File: src/rtl/alt_enc_pkg.sv
package alt_enc_pkg;
  typedef enum logic [1:0] {
    PH_POS_X = 2'd0,
    PH_POS_Y = 2'd1,
    PH_NEG_X = 2'd2,
    PH_NEG_Y = 2'd3
  } phase_e;

  localparam logic [1:0] STEP_CCW = 2'd1;
  localparam logic [1:0] STEP_CW  = 2'd3;
endpackage

File: src/rtl/alt_enc_diff.sv
module alt_enc_diff #(
  parameter logic PREV_INIT = 1'b1
) (
  input  logic clk_i,
  input  logic rst_ni,
  input  logic bit_i,
  input  logic strobe_i,
  output logic diff_o,
  output logic prev_o
);
  logic prev_q;

  always_ff @(posedge clk_i or negedge rst_ni) begin
    if (!rst_ni)       prev_q <= PREV_INIT;
    else if (strobe_i) prev_q <= bit_i;
  end

  assign diff_o = bit_i ^ prev_q;
  assign prev_o = prev_q;
endmodule

File: src/rtl/alt_enc_phase.sv
module alt_enc_phase
  import alt_enc_pkg::*;
(
  input  logic   clk_i,
  input  logic   rst_ni,
  input  logic   strobe_i,
  input  logic   diff_i,
  output phase_e phase_o
);
  phase_e phase_q;
  logic [1:0] step;

  // diff 0 -> +90 deg, diff 1 -> -90 deg
  assign step = diff_i ? STEP_CW : STEP_CCW;

  always_ff @(posedge clk_i or negedge rst_ni) begin
    if (!rst_ni)       phase_q <= PH_POS_X;
    else if (strobe_i) phase_q <= phase_e'(phase_q + step);
  end

  assign phase_o = phase_q;
endmodule

File: src/rtl/alt_enc_out.sv
module alt_enc_out
  import alt_enc_pkg::*;
(
  input  logic   clk_i,
  input  logic   rst_ni,
  input  logic   strobe_i,
  input  phase_e phase_i,
  output logic   flag_o,
  output logic   enc_o,
  output logic   valid_o
);
  logic flag_q;
  logic valid_q;

  always_ff @(posedge clk_i or negedge rst_ni) begin
    if (!rst_ni) begin
      flag_q  <= 1'b0;
      valid_q <= 1'b0;
    end else begin
      valid_q <= strobe_i;
      if (strobe_i) flag_q <= ~flag_q;
    end
  end

  // flag picks the axis whose positive half is reported
  assign enc_o   = flag_q ? (phase_i == PH_POS_Y) : (phase_i == PH_POS_X);
  assign flag_o  = flag_q;
  assign valid_o = valid_q;
endmodule

File: src/rtl/alt_axis_encoder.sv
module alt_axis_encoder
  import alt_enc_pkg::*;
#(
  parameter logic PREV_INIT = 1'b1
) (
  input  logic clk_i,
  input  logic rst_ni,
  input  logic bit_i,
  input  logic strobe_i,
  output logic enc_o,
  output logic flag_o,
  output logic valid_o
);
  logic   diff;
  logic   prev_q;
  phase_e phase_q;

  alt_enc_diff #(.PREV_INIT(PREV_INIT)) u_diff (
    .clk_i, .rst_ni, .bit_i, .strobe_i,
    .diff_o(diff), .prev_o(prev_q)
  );

  alt_enc_phase u_phase (
    .clk_i, .rst_ni, .strobe_i,
    .diff_i(diff), .phase_o(phase_q)
  );

  alt_enc_out u_out (
    .clk_i, .rst_ni, .strobe_i,
    .phase_i(phase_q), .flag_o, .enc_o, .valid_o
  );
endmodule

File: config.mk
export PLATFORM = sky130hd
export DESIGN_NAME = alt_axis_encoder
export DESIGN_NICKNAME = d
export VERILOG_FILES = /design/src/rtl/alt_enc_pkg.sv /design/src/rtl/alt_enc_diff.sv /design/src/rtl/alt_enc_phase.sv /design/src/rtl/alt_enc_out.sv /design/src/rtl/alt_axis_encoder.sv
export SDC_FILE = /design/constraint.sdc
export NUM_CORES = 1
export LEC_CHECK = 0
export BUFFER_PORTS_ARGS = -buffer_cell sky130_fd_sc_hd__buf_2
export CAP_MARGIN = 10
export CORE_AREA = 2 2 39 41
export CTS_BUF_LIST = sky130_fd_sc_hd__clkbuf_8
export DETAILED_ROUTE_END_ITERATION = 8
export DIE_AREA = 0 0 41 43
export GPL_TIMING_DRIVEN = 1
export HOLD_SLACK_MARGIN = 0.1
export PLACE_DENSITY_LB_ADDON = 0.15
export SETUP_SLACK_MARGIN = 0.3
export SYNTH_ARGS = -nofsm -noshare
export SYNTH_HDL_FRONTEND = slang
export SYNTH_SLANG_ARGS = --single-unit
File: constraint.sdc
create_clock -name clk_i -period 2.8 [get_ports clk_i]
set_input_delay 0.14 -clock clk_i [delete_from_list [all_inputs] [get_ports clk_i]]
set_output_delay 0.14 -clock clk_i [all_outputs]
set_load 0.005 [all_outputs]
==> impl_results.md, run 1 <==
* Sinks on the clock net at 5
* CP max stage cell: sky130_fd_sc_hd__dfrtp_1
* Ranking of synthesized cells by area: sky130_fd_sc_hd__dfrtp_1 (49%), sky130_fd_sc_hd__dfstp_2 (13%), sky130_fd_sc_hd__xor2_1 (13%), sky130_fd_sc_hd__xor3_1 (12%), sky130_fd_sc_hd__mux2_2 (5.5%)
* Clock Skews at 0.001063 ns
* Worst slew margin relative to its limit at 0.9050
* H-tree level count at 1
* Routed Wire Length at 354 µm
* Die height at 43 µm
* Fraction of final layout cells sized beyond drive strength 1 at 0.4583
* Worst voltage drop across the vdd grid at 0.0002855 V
* CTS tree: done
* Max-slew violation count at 0
* Global-route wire length before repair at 579 µm
* Power per cell area at 1091 nW/µm²
* Die span in x at 41 µm
* Routability cong. at 0.5841
* Die footprint at 1763 µm²
* Result of the run: finished, final reports clean
* Post-CTS Hold Fix Bufs at 1
* Final net count at 29
* Post-synthesis register bit count at 5
* Worst-skew pair later-pin latency at 0.22 ns
* Type of element capturing the critical path: primary output
* Cells after Synth at 13
* Total number of vias at 136
* Total of fill cells in the finished design at 157
* Worst Max-Slew Pin Slew at 0.1424 ns
* Detailed-routing iteration count for the pre-antenna-repair pass at 2
* Cell count after placement at 35
* Sequence of cells on the critical path: xor2_1 > nor2_1 > buf_2
* Total setup buffers inserted after CTS at 0
* Highest attainable clock frequency at 893.6 MHz
* Buffers & Inverters on Critical Path at 1
* Count of buffers from port buffering at 6
* Antenna violations before repair at 0
* Core region area at 1384 µm²
* Post-synth net total at 17
* Vias in the first global route at 138
* Detailed-route wire length per cell at 8.850 µm
* Area growth syn-to-layout at 51.53%
* Post-Synthesis Mean Instance Area at 15.69 µm²
* Gr usage total at 0.05853
* Critical path peak fanout at 3
* # rows at 14
* Fraction of the yosys area taken by sequential cells at 0.6196
* Finished Layout Cells at 40
* Leak at 0.0001511 µW
* Number of buffers on the longest clock path at 2
* Mean number of vias per cell at 3.400
* Critical path data arrival time at 0.98 ns
* Start-to-end type of the worst setup path: flop to primary output
* Share of the clock period used by the worst path after layout at 0.3997
* Worst min-delay path category: primary input to flop
* Global route overflow at 0
* Worst stage delay on the critical path at 0.40 ns
* Dominant cell type by area after synthesis: sky130_fd_sc_hd__dfrtp_1
* Setup tns final at 0 ns
* Remaining antenna violation count after routing at 0
* Number of inserted diodes at 0
* Initial standard-cell utilization of the core at 0.1474
* RSZ-0062 raised after global routing: no
* Number of distinct library cells after synthesis at 8
* Data required time at the worst endpoint at 2.66 ns
* Maximum number of pins on one net before global-route repair at 6
* Area share of the leading cell type in the synthesized netlist at 0.4908
* Register clock-pin slew on the reported worst setup and hold paths at 0.03 ns
* Count of synthesis-stage warnings from yosys at 0
* DRC marker count from the first detailed-route iteration at 8
* CP startpoint kind: flop
* Worst hold slack at 0.1165 ns
* Synth Cell Area at 203.9 µm²
* Min cycle time layout at 1.119 ns
* Final setup violation count at 0
* Top Ports at 7
* CTS Root Cell: sky130_fd_sc_hd__clkbuf_8
* Number of maximum-capacitance constraint violations at 0
* Hold Fails Final Rpt at 0
* CTS buffer count at 3
* Family of cells with the greatest summed delay on the critical path: flip-flops
* Count of cells resized by post-cts repair at 0
* Final routed DRC violation total at 0
-- cell usage after synthesis, drive strengths merged --
cell type  count
xor2           3
nor2           1
mux2           1
dfrtp          4
dfstp          1
xor3           1
xnor2          1
nand2          1
-- path summary, 6_finish.rpt --
path / from / endpoint / slack [ns] / cells after the start
worst max-delay path: u_out.flag_o$_DFFE_PN0P_ / enc_o / 1.68 / 3
worst min-delay path: strobe_i / u_out.valid_o$_DFF_PN0_ / 0.12 / 1
worst max register to register: u_diff.prev_o$_DFFE_PN1P_ / u_phase.phase_o[1]$_DFFE_PN0P_ / 1.70 / 3
worst min register to register: u_phase.phase_o[1]$_DFFE_PN0P_ / u_phase.phase_o[1]$_DFFE_PN0P_ / 0.47 / 1
max in group asynchronous: rst_ni / u_diff.prev_o$_DFFE_PN1P_ / 2.31 / 2
min in group asynchronous: rst_ni / u_out.valid_o$_DFF_PN0_ / 0.27 / 2
-- logic make-up (layout without fill, tap and decap cells) --
group,after synthesis,count (layout),synth area share
flops,5,5,0.6197
xor+xnor,5,5,0.2884
buf+inv,0,11,0
mux,1,1,0.05521
simple gates,2,2,0.03677
-- flip-flops by register name (all words and copies together), names as in the netlist --
name and cells:
u_phase.phase_o 2, u_out.flag_o 1, u_diff.prev_o 1, u_out.valid_o 1
-- cells in the final DEF, fill, tap and decap left out --
cell	Yosys	routed
sky130_fd_sc_hd__inv_1	0	1
sky130_fd_sc_hd__nor2_1	1	1
sky130_fd_sc_hd__mux2_2	1	1
sky130_fd_sc_hd__xor3_1	1	1
sky130_fd_sc_hd__dlygate4sd3_1	0	1
sky130_fd_sc_hd__clkbuf_8	0	3
sky130_fd_sc_hd__xnor2_1	1	1
sky130_fd_sc_hd__buf_2	0	6
sky130_fd_sc_hd__nand2_1	1	1
sky130_fd_sc_hd__dfstp_2	1	1
sky130_fd_sc_hd__xor2_1	3	3
sky130_fd_sc_hd__dfrtp_1	4	4
-- worst register-to-register path, cell delays in order, from the launching register on --
cell and delay (ns):
sky130_fd_sc_hd__dfstp_2 0.53, sky130_fd_sc_hd__xor3_1 0.29, sky130_fd_sc_hd__nand2_1 0.09, sky130_fd_sc_hd__xnor2_1 0.11
-- area by class of cell --
| type | count | area (µm²) | share of cell area |
|---|---|---|---|
| sequential | 5 | 126.4 | 0.4089 |
| multi-input combinational | 8 | 77.57 | 0.2510 |
| clock buffer | 3 | 41.29 | 0.1336 |
| timing repair buffer | 7 | 40.04 | 0.1296 |
| tap | 16 | 20.02 | 0.06478 |
| clock inverter | 1 | 3.754 | 0.01215 |
-- metal layers --
layer | track usage | vias to the layer above | share of wire
met5 | 0 | - | 0
met4 | 0.06000 | 0 | 0.028
met3 | 0.06283 | 3 | 0.19
met2 | 0.05938 | 10 | 0.35
met1 | 0.05882 | 60 | 0.43
li1 | - | 63 | -
-- through the flow --
stage          power (µW)  worst slack [ns]  instance area (µm²)    util
2_1_floorplan       179.4             1.740                203.9       -
3_3_place_gp        211.1             1.694                254.0  0.1835
3_5_place_dp        212.0             1.700                254.0  0.1835
4_1_cts             345.8             1.655                309.0  0.2233
5_1_grt             365.9             1.611                309.0  0.2233
6_report            337.0             1.681                309.0  0.2233
-- power by group --
group	internal, µW	switching (µW)
combinational	58.2	28.6
clock	93.8	34.0
sequential	99.1	23.3
Power figures use the tool's default switching activity.
==> inputs of run 2 (changes only) <==
Settings changed: ABC_AREA from default to 1.
Clock period 2.8 ns to 1 ns, I/O delays scaled along.
==> run 2 against run 1 <==
Net effect:
- the run now ends with negative setup slack left
- critical path depth up 4
- clock-buffer cell count unchanged
- first-iteration DRC count fell by 88%
- non-clock buffer count is 5 higher
- clock power rose to 2.8 times the previous value
- final cell count is 40% higher
- sequential power grew to 2.7 times the previous value
- critical path type is now flop to flop
==> impl_results.md, run 2 <==
* Result of the run: finished with violations
* Violated checks: negative setup slack
* Buffers & Inverters on Critical Path at 1 (unchanged)
* Register clock-pin slew on the reported worst setup and hold paths at 0.03 ns (about the same)
* Count of synthesis-stage warnings from yosys at 0 (unchanged)
* Most used standard cells in the synthesized netlist: sky130_fd_sc_hd__nand2_1 (5), sky130_fd_sc_hd__dfrtp_1 (4), sky130_fd_sc_hd__inv_1 (4)
* Sequence of cells on the critical path: inv_2 > nand2_2 > nand2_2 > nand2_2 > nand3_2 > nand2_1 > nand2_1
* Hold Fails Final Rpt at 0 (unchanged)
* Die footprint at 1763 µm² (unchanged)
* Family of cells with the greatest summed delay on the critical path: flip-flops
* Multi-input combinational cell area at 91.34 µm² (+18%)
* Post-synth net total at 28 (+11)
* Global route overflow at 0 (unchanged)
* Maximum number of pins on one net before global-route repair at 8 (+2)
* Antenna violations before repair at 0 (unchanged)
* Routability cong. at 0.6133 (+5.0%)
* Ys async rst share at 1.000 (unchanged)
* Data required time at the worst endpoint at 1.11 ns (-1.55 ns)
* Share of the clock period used by the worst path after layout at 1.013
* Total of fill cells in the finished design at 151 (-3.8%)
* Mean number of vias per cell at 3.589 (+5.6%)
* Top Ports at 7 (unchanged)
* Worst hold slack at 0.07731 ns (-0.03920 ns)
* Number of buffers on the longest clock path at 2 (unchanged)
* Core region area at 1384 µm² (unchanged)
* Power per cell area at 2794 nW/µm² (+160%)
* Worst Max-Slew Pin Slew at 0.1459 ns (+0.003455 ns)
* Total number of vias at 201 (+48%)
* Dominant cell type by area after synthesis: sky130_fd_sc_hd__dfrtp_1
* Ranking of synthesized cells by area: sky130_fd_sc_hd__dfrtp_1 (45%), sky130_fd_sc_hd__dfstp_2 (12%), sky130_fd_sc_hd__nand2_1 (8.5%), sky130_fd_sc_hd__xor2_1 (7.9%), sky130_fd_sc_hd__inv_1 (6.8%)
* Cells after Synth at 24 (+11)
* Number of flops mapped to enable cells by yosys at 0 (unchanged)
* Die height at 43 µm (unchanged)
* Max-slew violation count at 0 (unchanged)
* Highest attainable clock frequency at 987.4 MHz
* Worst slew margin relative to its limit at 0.9017 (-0.003331)
* Final routed DRC violation total at 0 (unchanged)
* Die span in x at 41 µm (unchanged)
* Area taken by flip-flops and latches at 126.4 µm² (unchanged)
* Number of inserted diodes at 0 (unchanged)
* Post-layout worst setup margin at -0.01276 ns (-1.694 ns)
* DRC marker count from the first detailed-route iteration at 1 (-7)
* Cell occurring most often along the worst timing path: sky130_fd_sc_hd__nand2_2
* Final setup violation count at 1 (+1)
* RSZ-0062 raised after global routing: yes
* CTS buffer count at 3 (unchanged)
* Post-Synthesis Mean Instance Area at 9.228 µm² (-41%)
* Detailed-route wire length per cell at 8.000 µm (-9.6%)
* Fraction of the yosys area taken by sequential cells at 0.5706 (-0.04901)
* Critical path data arrival time at 1.12 ns (+0.14 ns)
* Final net count at 45 (+55%)
* Sinks on the clock net at 5 (unchanged)
* Critical path peak fanout at 2 (-1)
* Start-to-end type of the worst setup path: flop to flop
* CTS tree: done
* Number of distinct library cells after synthesis at 10 (+2)
* Min cycle time layout at 1.013 ns
* Number of maximum-capacitance constraint violations at 0 (unchanged)
* Setup tns final at -0.01276 ns (-0.01276 ns)
* Worst voltage drop across the vdd grid at 0.0007104 V (+150%)
* CP startpoint kind: flop
* Most common cell in the netlist: sky130_fd_sc_hd__nand2_1
* Routed Wire Length at 448 µm (+27%)
* Most frequent standard cell in the layout excluding fill and tap cells: sky130_fd_sc_hd__buf_2
* Worst-skew pair later-pin latency at 0.22 ns (about the same)
* # rows at 14 (unchanged)
* Clock Skews at 0.0001494 ns (-0.0009138 ns)
* Worst stage delay on the critical path at 0.53 ns (+0.13 ns)
* H-tree level count at 1 (unchanged)
* Area share of the leading cell type in the synthesized netlist at 0.4520 (-0.03882)
* Flip-flop count of the largest register, all copies and words added at 2 (unchanged)
* CTS Root Cell: sky130_fd_sc_hd__clkbuf_8
* Post-synthesis register bit count at 5 (unchanged)
* Remaining antenna violation count after routing at 0 (unchanged)
* Leak at 0.0001964 µW (+30%)
* Worst min-delay path category: primary input to flop
* Count of buffers from port buffering at 6 (unchanged)
* Synth Cell Area at 221.5 µm² (+8.6%)
* Vias in the first global route at 232 (+68%)
* Fraction of final layout cells sized beyond drive strength 1 at 0.5500 (+0.09167)
* Type of element capturing the critical path: flop
* Detailed-routing iteration count for the pre-antenna-repair pass at 2 (unchanged)
* Most used DFF post-synth: sky130_fd_sc_hd__dfrtp_1
* Gr usage total at 0.08157 (+0.02304)
* Half-perimeter wire length after detailed placement at 342.2 µm
* Initial standard-cell utilization of the core at 0.1600 (+0.01266)
* Area growth syn-to-layout at 72.32%
* Global-route wire length before repair at 876 µm (+51%)
* Commonest cells after routing, fill and taps aside: sky130_fd_sc_hd__buf_2 (6), sky130_fd_sc_hd__nand2_1 (4), sky130_fd_sc_hd__dfrtp_1 (4)
* CP max stage cell: sky130_fd_sc_hd__dfstp_2
run 2: cell count changes after synthesis, moves of 2 or more:
cell                      previous run  this run
sky130_fd_sc_hd__nand2_1             1         5
sky130_fd_sc_hd__inv_1               0         4
sky130_fd_sc_hd__nand2_2             0         2
sky130_fd_sc_hd__nand3_1             0         2
sky130_fd_sc_hd__o21ai_0             0         2
run 2: where the power goes:
| part | internal [µW] | total [µW] | switching [µW] |
|---|---|---|---|
| clock network | 263 | 358 | 95.1 |
| registers | 275 | 330 | 55.2 |
| logic | 212 | 378 | 166 |
run 2: layout make-up:
cell class,count,share of cell area
clock buffers,3,0.1082
clock inverters,1,0.009836
inverters,4,0.03934
multi-input cells,15,0.2393
flip-flops and latches,5,0.3311
well taps,16,0.05246
repair buffers,12,0.2197
run 2: path summary, 6_finish.rpt:
path	startpoint	end	cells past startpoint	slack, ns
setup / recovery	u_diff.prev_o$_DFFE_PN1P_	u_phase.phase_o[1]$_DFFE_PN0P_	7	-0.01
hold / removal	bit_i	u_diff.prev_o$_DFFE_PN1P_	3	0.08
setup reg to reg	u_diff.prev_o$_DFFE_PN1P_	u_phase.phase_o[1]$_DFFE_PN0P_	7	-0.01
hold reg to reg	u_phase.phase_o[1]$_DFFE_PN0P_	u_phase.phase_o[1]$_DFFE_PN0P_	2	0.49
max in group asynchronous	rst_ni	u_diff.prev_o$_DFFE_PN1P_	2	0.61
min in group asynchronous	rst_ni	u_out.valid_o$_DFF_PN0_	2	0.18
run 2: through the flow:
step                area (µm²)    util  power, µW  setup WS [ns]  cells
finish                   381.6  0.2758       1066       -0.01276     56
global route             381.6  0.2758       1164       -0.08126     56
CTS                      364.1  0.2631       1040       -0.01785     55
detailed placement       271.5  0.1962      561.1       -0.01137     46
global placement         271.5  0.1962      553.5        0.01416     46
floorplan                221.5       -      464.8        0.04416     24
run 2: repair_timing:
item | in CTS | in global routing
hold endpoints to repair | 7 | 0
resized for setup | 3 | 4
pin swaps | 0 | 1
setup buffers | 3 | 1
setup endpoints to repair | 5 | 7
hold buffers | 2 | 0
run 2: kinds of logic (layout without fill, tap and decap cells):
kind of cell	Yosys count	in the layout	share of synthesized area
and+or+nand+nor	10	10	0.2147
buffers and inverters	4	20	0.06778
AOI/OAI and AO/OA	3	3	0.06778
xor gates and xnor gates	2	2	0.07911
DFF	5	5	0.5707
run 2: routing by layer:
layer	wire length (µm)	global-route usage	vias up
met1	178	0.07468	92
met5	0	0	-
met3	13	0.03141	0
met2	257	0.1156	2
li1	-	-	107
met4	0	0.1000	0
run 2: worst register-to-register path, stage by stage (launching register included):
cell and delay, ns:
sky130_fd_sc_hd__dfstp_2 0.53, sky130_fd_sc_hd__inv_2 0.04, sky130_fd_sc_hd__nand2_2 0.06, sky130_fd_sc_hd__nand2_2 0.05
sky130_fd_sc_hd__nand2_2 0.07, sky130_fd_sc_hd__nand3_2 0.05, sky130_fd_sc_hd__nand2_1 0.05, sky130_fd_sc_hd__nand2_1 0.05
==> inputs of run 3 (changes only) <==
Settings changed: PLACE_DENSITY from default to 0.34, PLACE_DENSITY_LB_ADDON 0.15 to default.
==> run 3 against run 2 <==
Net effect:
- the flow still finishes with violations (negative setup slack)
- clock skew is 0.0021 ns higher
- die area stayed put
- sequential cell count stayed put
- final cell count stayed put
- sequential power hardly changed
- first-iteration DRC count grew to 5.0 times the previous value
- global-route usage is 0.58 points lower
- clock-buffer cell count stayed put
- worst hold slack better by 0.010 ns
- utilization is 0.63 points lower
- critical path type unchanged
- largest cell class unchanged
- highest routed layer is now met4
==> impl_results.md, run 3 (same netlist as run 2, synthesis figures left out) <==
* # rows at 14 (unchanged)
* Half-perimeter wire length after detailed placement at 327.2 µm (-4.4%)
* Max-slew violation count at 0 (unchanged)
* Final cell area excluding filler cells at 372.9 µm² (-2.3%)
* Hold Fails Final Rpt at 0 (unchanged)
* Cell occurring most often along the worst timing path: sky130_fd_sc_hd__nand2_1
* Type of element capturing the critical path: flop
* Post-layout worst setup margin at -0.003764 ns (+0.008996 ns)
* Start point of the worst min-delay path: bit_i
* Fraction of final layout cells sized beyond drive strength 1 at 0.5250 (-0.02500)
* Die span in x at 41 µm (unchanged)
* Final net count at 45 (unchanged)
* Most frequent standard cell in the layout excluding fill and tap cells: sky130_fd_sc_hd__buf_2
* Number of inserted diodes at 0 (unchanged)
* Area growth syn-to-layout at 68.36%
* Critical path data arrival time at 1.11 ns (about the same)
* Critical path peak fanout at 2 (unchanged)
* Antenna violations before repair at 0 (unchanged)
* Data required time at the worst endpoint at 1.11 ns (about the same)
* Worst voltage drop across the vdd grid at 0.0009374 V (+32%)
* Worst slew margin relative to its limit at 0.8899 (-0.01184)
* Terminus of the critical flop-to-flop path: u_phase.phase_o[1]$_DFFE_PN0P_
* CTS buffer count at 3 (unchanged)
* Leak at 0.0001930 µW (-1.7%)
* Total number of vias at 212 (+5.5%)
* Worst stage delay on the critical path at 0.53 ns (about the same)
* Mean number of vias per cell at 3.786 (+5.5%)
* Worst min-delay path category: primary input to flop
* Placed cell area at 271.5 µm² (unchanged)
* Cell count of the worst hold path at 3 (unchanged)
* Core region area at 1384 µm² (unchanged)
* Initial standard-cell utilization of the core at 0.1600 (unchanged)
* Total of fill cells in the finished design at 150 (-0.66%)
* Length in cells of the worst reg-to-reg path at 5 (-2)
* Worst-skew pair later-pin latency at 0.22 ns (about the same)
* Routability cong. at 0.6846 (+12%)
* Final routed DRC violation total at 0 (unchanged)
* Result of the run: finished with violations
* Detailed-routing iteration count for the pre-antenna-repair pass at 4 (+2)
* Clock Skews at 0.002226 ns (+0.002076 ns)
* Number of maximum-capacitance constraint violations at 0 (unchanged)
* Finished Layout Cells at 56 (unchanged)
* Maximum number of pins on one net before global-route repair at 8 (unchanged)
* Register clock-pin slew on the reported worst setup and hold paths at 0.04 ns (about the same)
* Sequence of cells on the critical path: nand2_1 > nand3_1 > nand3_1 > nand2_1 > nand2_1
* Detailed-route wire length per cell at 8.643 µm (+8.0%)
* Gr usage total at 0.07576 (-0.005813)
* Cell count after placement at 46 (unchanged)
* CP max stage cell: sky130_fd_sc_hd__dfstp_2
* Worst Max-Slew Pin Slew at 0.1635 ns (+0.01757 ns)
* RSZ-0062 raised after global routing: yes
* Global route overflow at 0 (unchanged)
* Most crowded layer after global routing: met2
* Commonest cells after routing, fill and taps aside: sky130_fd_sc_hd__buf_2 (6), sky130_fd_sc_hd__nand2_1 (4), sky130_fd_sc_hd__buf_4 (4), sky130_fd_sc_hd__dfrtp_1 (4)
* Count of buffers from port buffering at 6 (unchanged)
* GR met3 Demand/Resource at 0.03141 (unchanged)
* Final setup violation count at 2 (+1)
* DP Worst Slack at -0.01267 ns (-0.001306 ns)
* Remaining antenna violation count after routing at 0 (unchanged)
* Die footprint at 1763 µm² (unchanged)
* Met1 layer usage reported by global route at 0.06230 (-0.01238)
* CP startpoint kind: flop
* Violated checks: negative setup slack
* Min cycle time layout at 1.004 ns (-0.008996 ns)
* Power per cell area at 2879 nW/µm² (+3.1%)
* CTS tree: done
* H-tree level count at 1 (unchanged)
* Global-route wire length before repair at 786 µm (-10%)
* DRC marker count from the first detailed-route iteration at 5 (+4)
* Share of the clock period used by the worst path after layout at 1.004 (-0.008996)
* Die height at 43 µm (unchanged)
* Sinks on the clock net at 5 (unchanged)
* Setup slack on the worst flop-to-flop path at -0.004 ns (about the same)
* Start-to-end type of the worst setup path: flop to flop
* Vias in the first global route at 225 (-3.0%)
* Highest attainable clock frequency at 996.3 MHz (+0.90%)
* CTS Root Cell: sky130_fd_sc_hd__clkbuf_8
* Met2 Use GR at 0.1094 (-0.006250)
* Flip-flop count of the largest register, all copies and words added at 2 (unchanged)
* Worst flop-to-flop path startpoint: u_diff.prev_o$_DFFE_PN1P_
* Final Total Pwr at 1074 µW (+0.70%)
* Top Ports at 7 (unchanged)
* Final Core Density at 0.2694 (-0.006330)
* Routed Wire Length at 484 µm (+8.0%)
* Number of buffers on the longest clock path at 2 (unchanged)
* Endpoint of the worst hold-timing path: u_diff.prev_o$_DFFE_PN1P_
[run 3: cell count changes in the layout (fill, tap and decap cells not counted)]
cell and change:
sky130_fd_sc_hd__buf_6 -1, sky130_fd_sc_hd__nand3_2 -1, sky130_fd_sc_hd__buf_4 +1, sky130_fd_sc_hd__nand3_1 +1
[run 3: where the power goes]
part           internal (µW)  switching, µW  total, µW
Sequential               275           53.9        329
Clock                    263           96.3        359
Combinational            217            169        386
[run 3: area by class of cell]
type / count / area, µm² / share of cell area
Clock buffer: 3 / 41.29 / 0.1107
Tap cell: 16 / 20.02 / 0.05369
Timing Repair Buffer: 12 / 80.08 / 0.2148
Multi-Input combinational cell: 15 / 86.33 / 0.2315
Clock inverter: 1 / 3.754 / 0.01007
Inverter: 4 / 15.01 / 0.04027
Sequential cell: 5 / 126.4 / 0.3389
[run 3: metrics by stage]
| stage | hold slack (ns) | TNS, ns |
|---|---|---|
| after floorplan | -0.2456 | 0 |
| after global placement | -0.1316 | 0 |
| after detailed placement | -0.1316 | -0.01267 |
| after CTS | 0.08958 | -0.02543 |
| after global routing | 0.1376 | -0.1476 |
| final | 0.08733 | -0.007399 |
[run 3: worst max path at each step]
| stage | from | end | slack [ns] | depth (start not counted) |
|---|---|---|---|---|
| after global routing | u_diff.prev_o$_DFFE_PN1P_ | u_phase.phase_o[1]$_DFFE_PN0P_ | -0.08 | 5 |
| after global placement | u_diff.prev_o$_DFFE_PN1P_ | u_phase.phase_o[1]$_DFFE_PN0P_ | 0.01 | 7 |
| after detailed placement | u_diff.prev_o$_DFFE_PN1P_ | u_phase.phase_o[1]$_DFFE_PN0P_ | -0.01 | 7 |
| final | u_diff.prev_o$_DFFE_PN1P_ | u_phase.phase_o[1]$_DFFE_PN0P_ | -0.004 | 5 |
| after floorplan | u_diff.prev_o$_DFFE_PN1P_ | u_phase.phase_o[1]$_DFFE_PN0P_ | 0.04 | 7 |
| after CTS | u_diff.prev_o$_DFFE_PN1P_ | u_phase.phase_o[1]$_DFFE_PN0P_ | -0.01 | 5 |
[run 3: what timing repair did]
item / CTS / global route
hold buffers: 2 / 0
resized for setup: 3 / 2
endpoints found under the setup margin: 5 / 7
hold endpoints to repair: 7 / 0
buffers inserted: 2 / 2
[run 3: metal layers]
layer	vias to the layer above	wire length [µm]
met2	4	271
met1	98	172
met5	-	0
li1	106	-
met4	0	23
met3	4	17
[run 3: critical path, delay by kind of cell, from the launching register on]
family / cells / cell delay (ns)
simple gates: 5 / 0.37
flops: 1 / 0.53
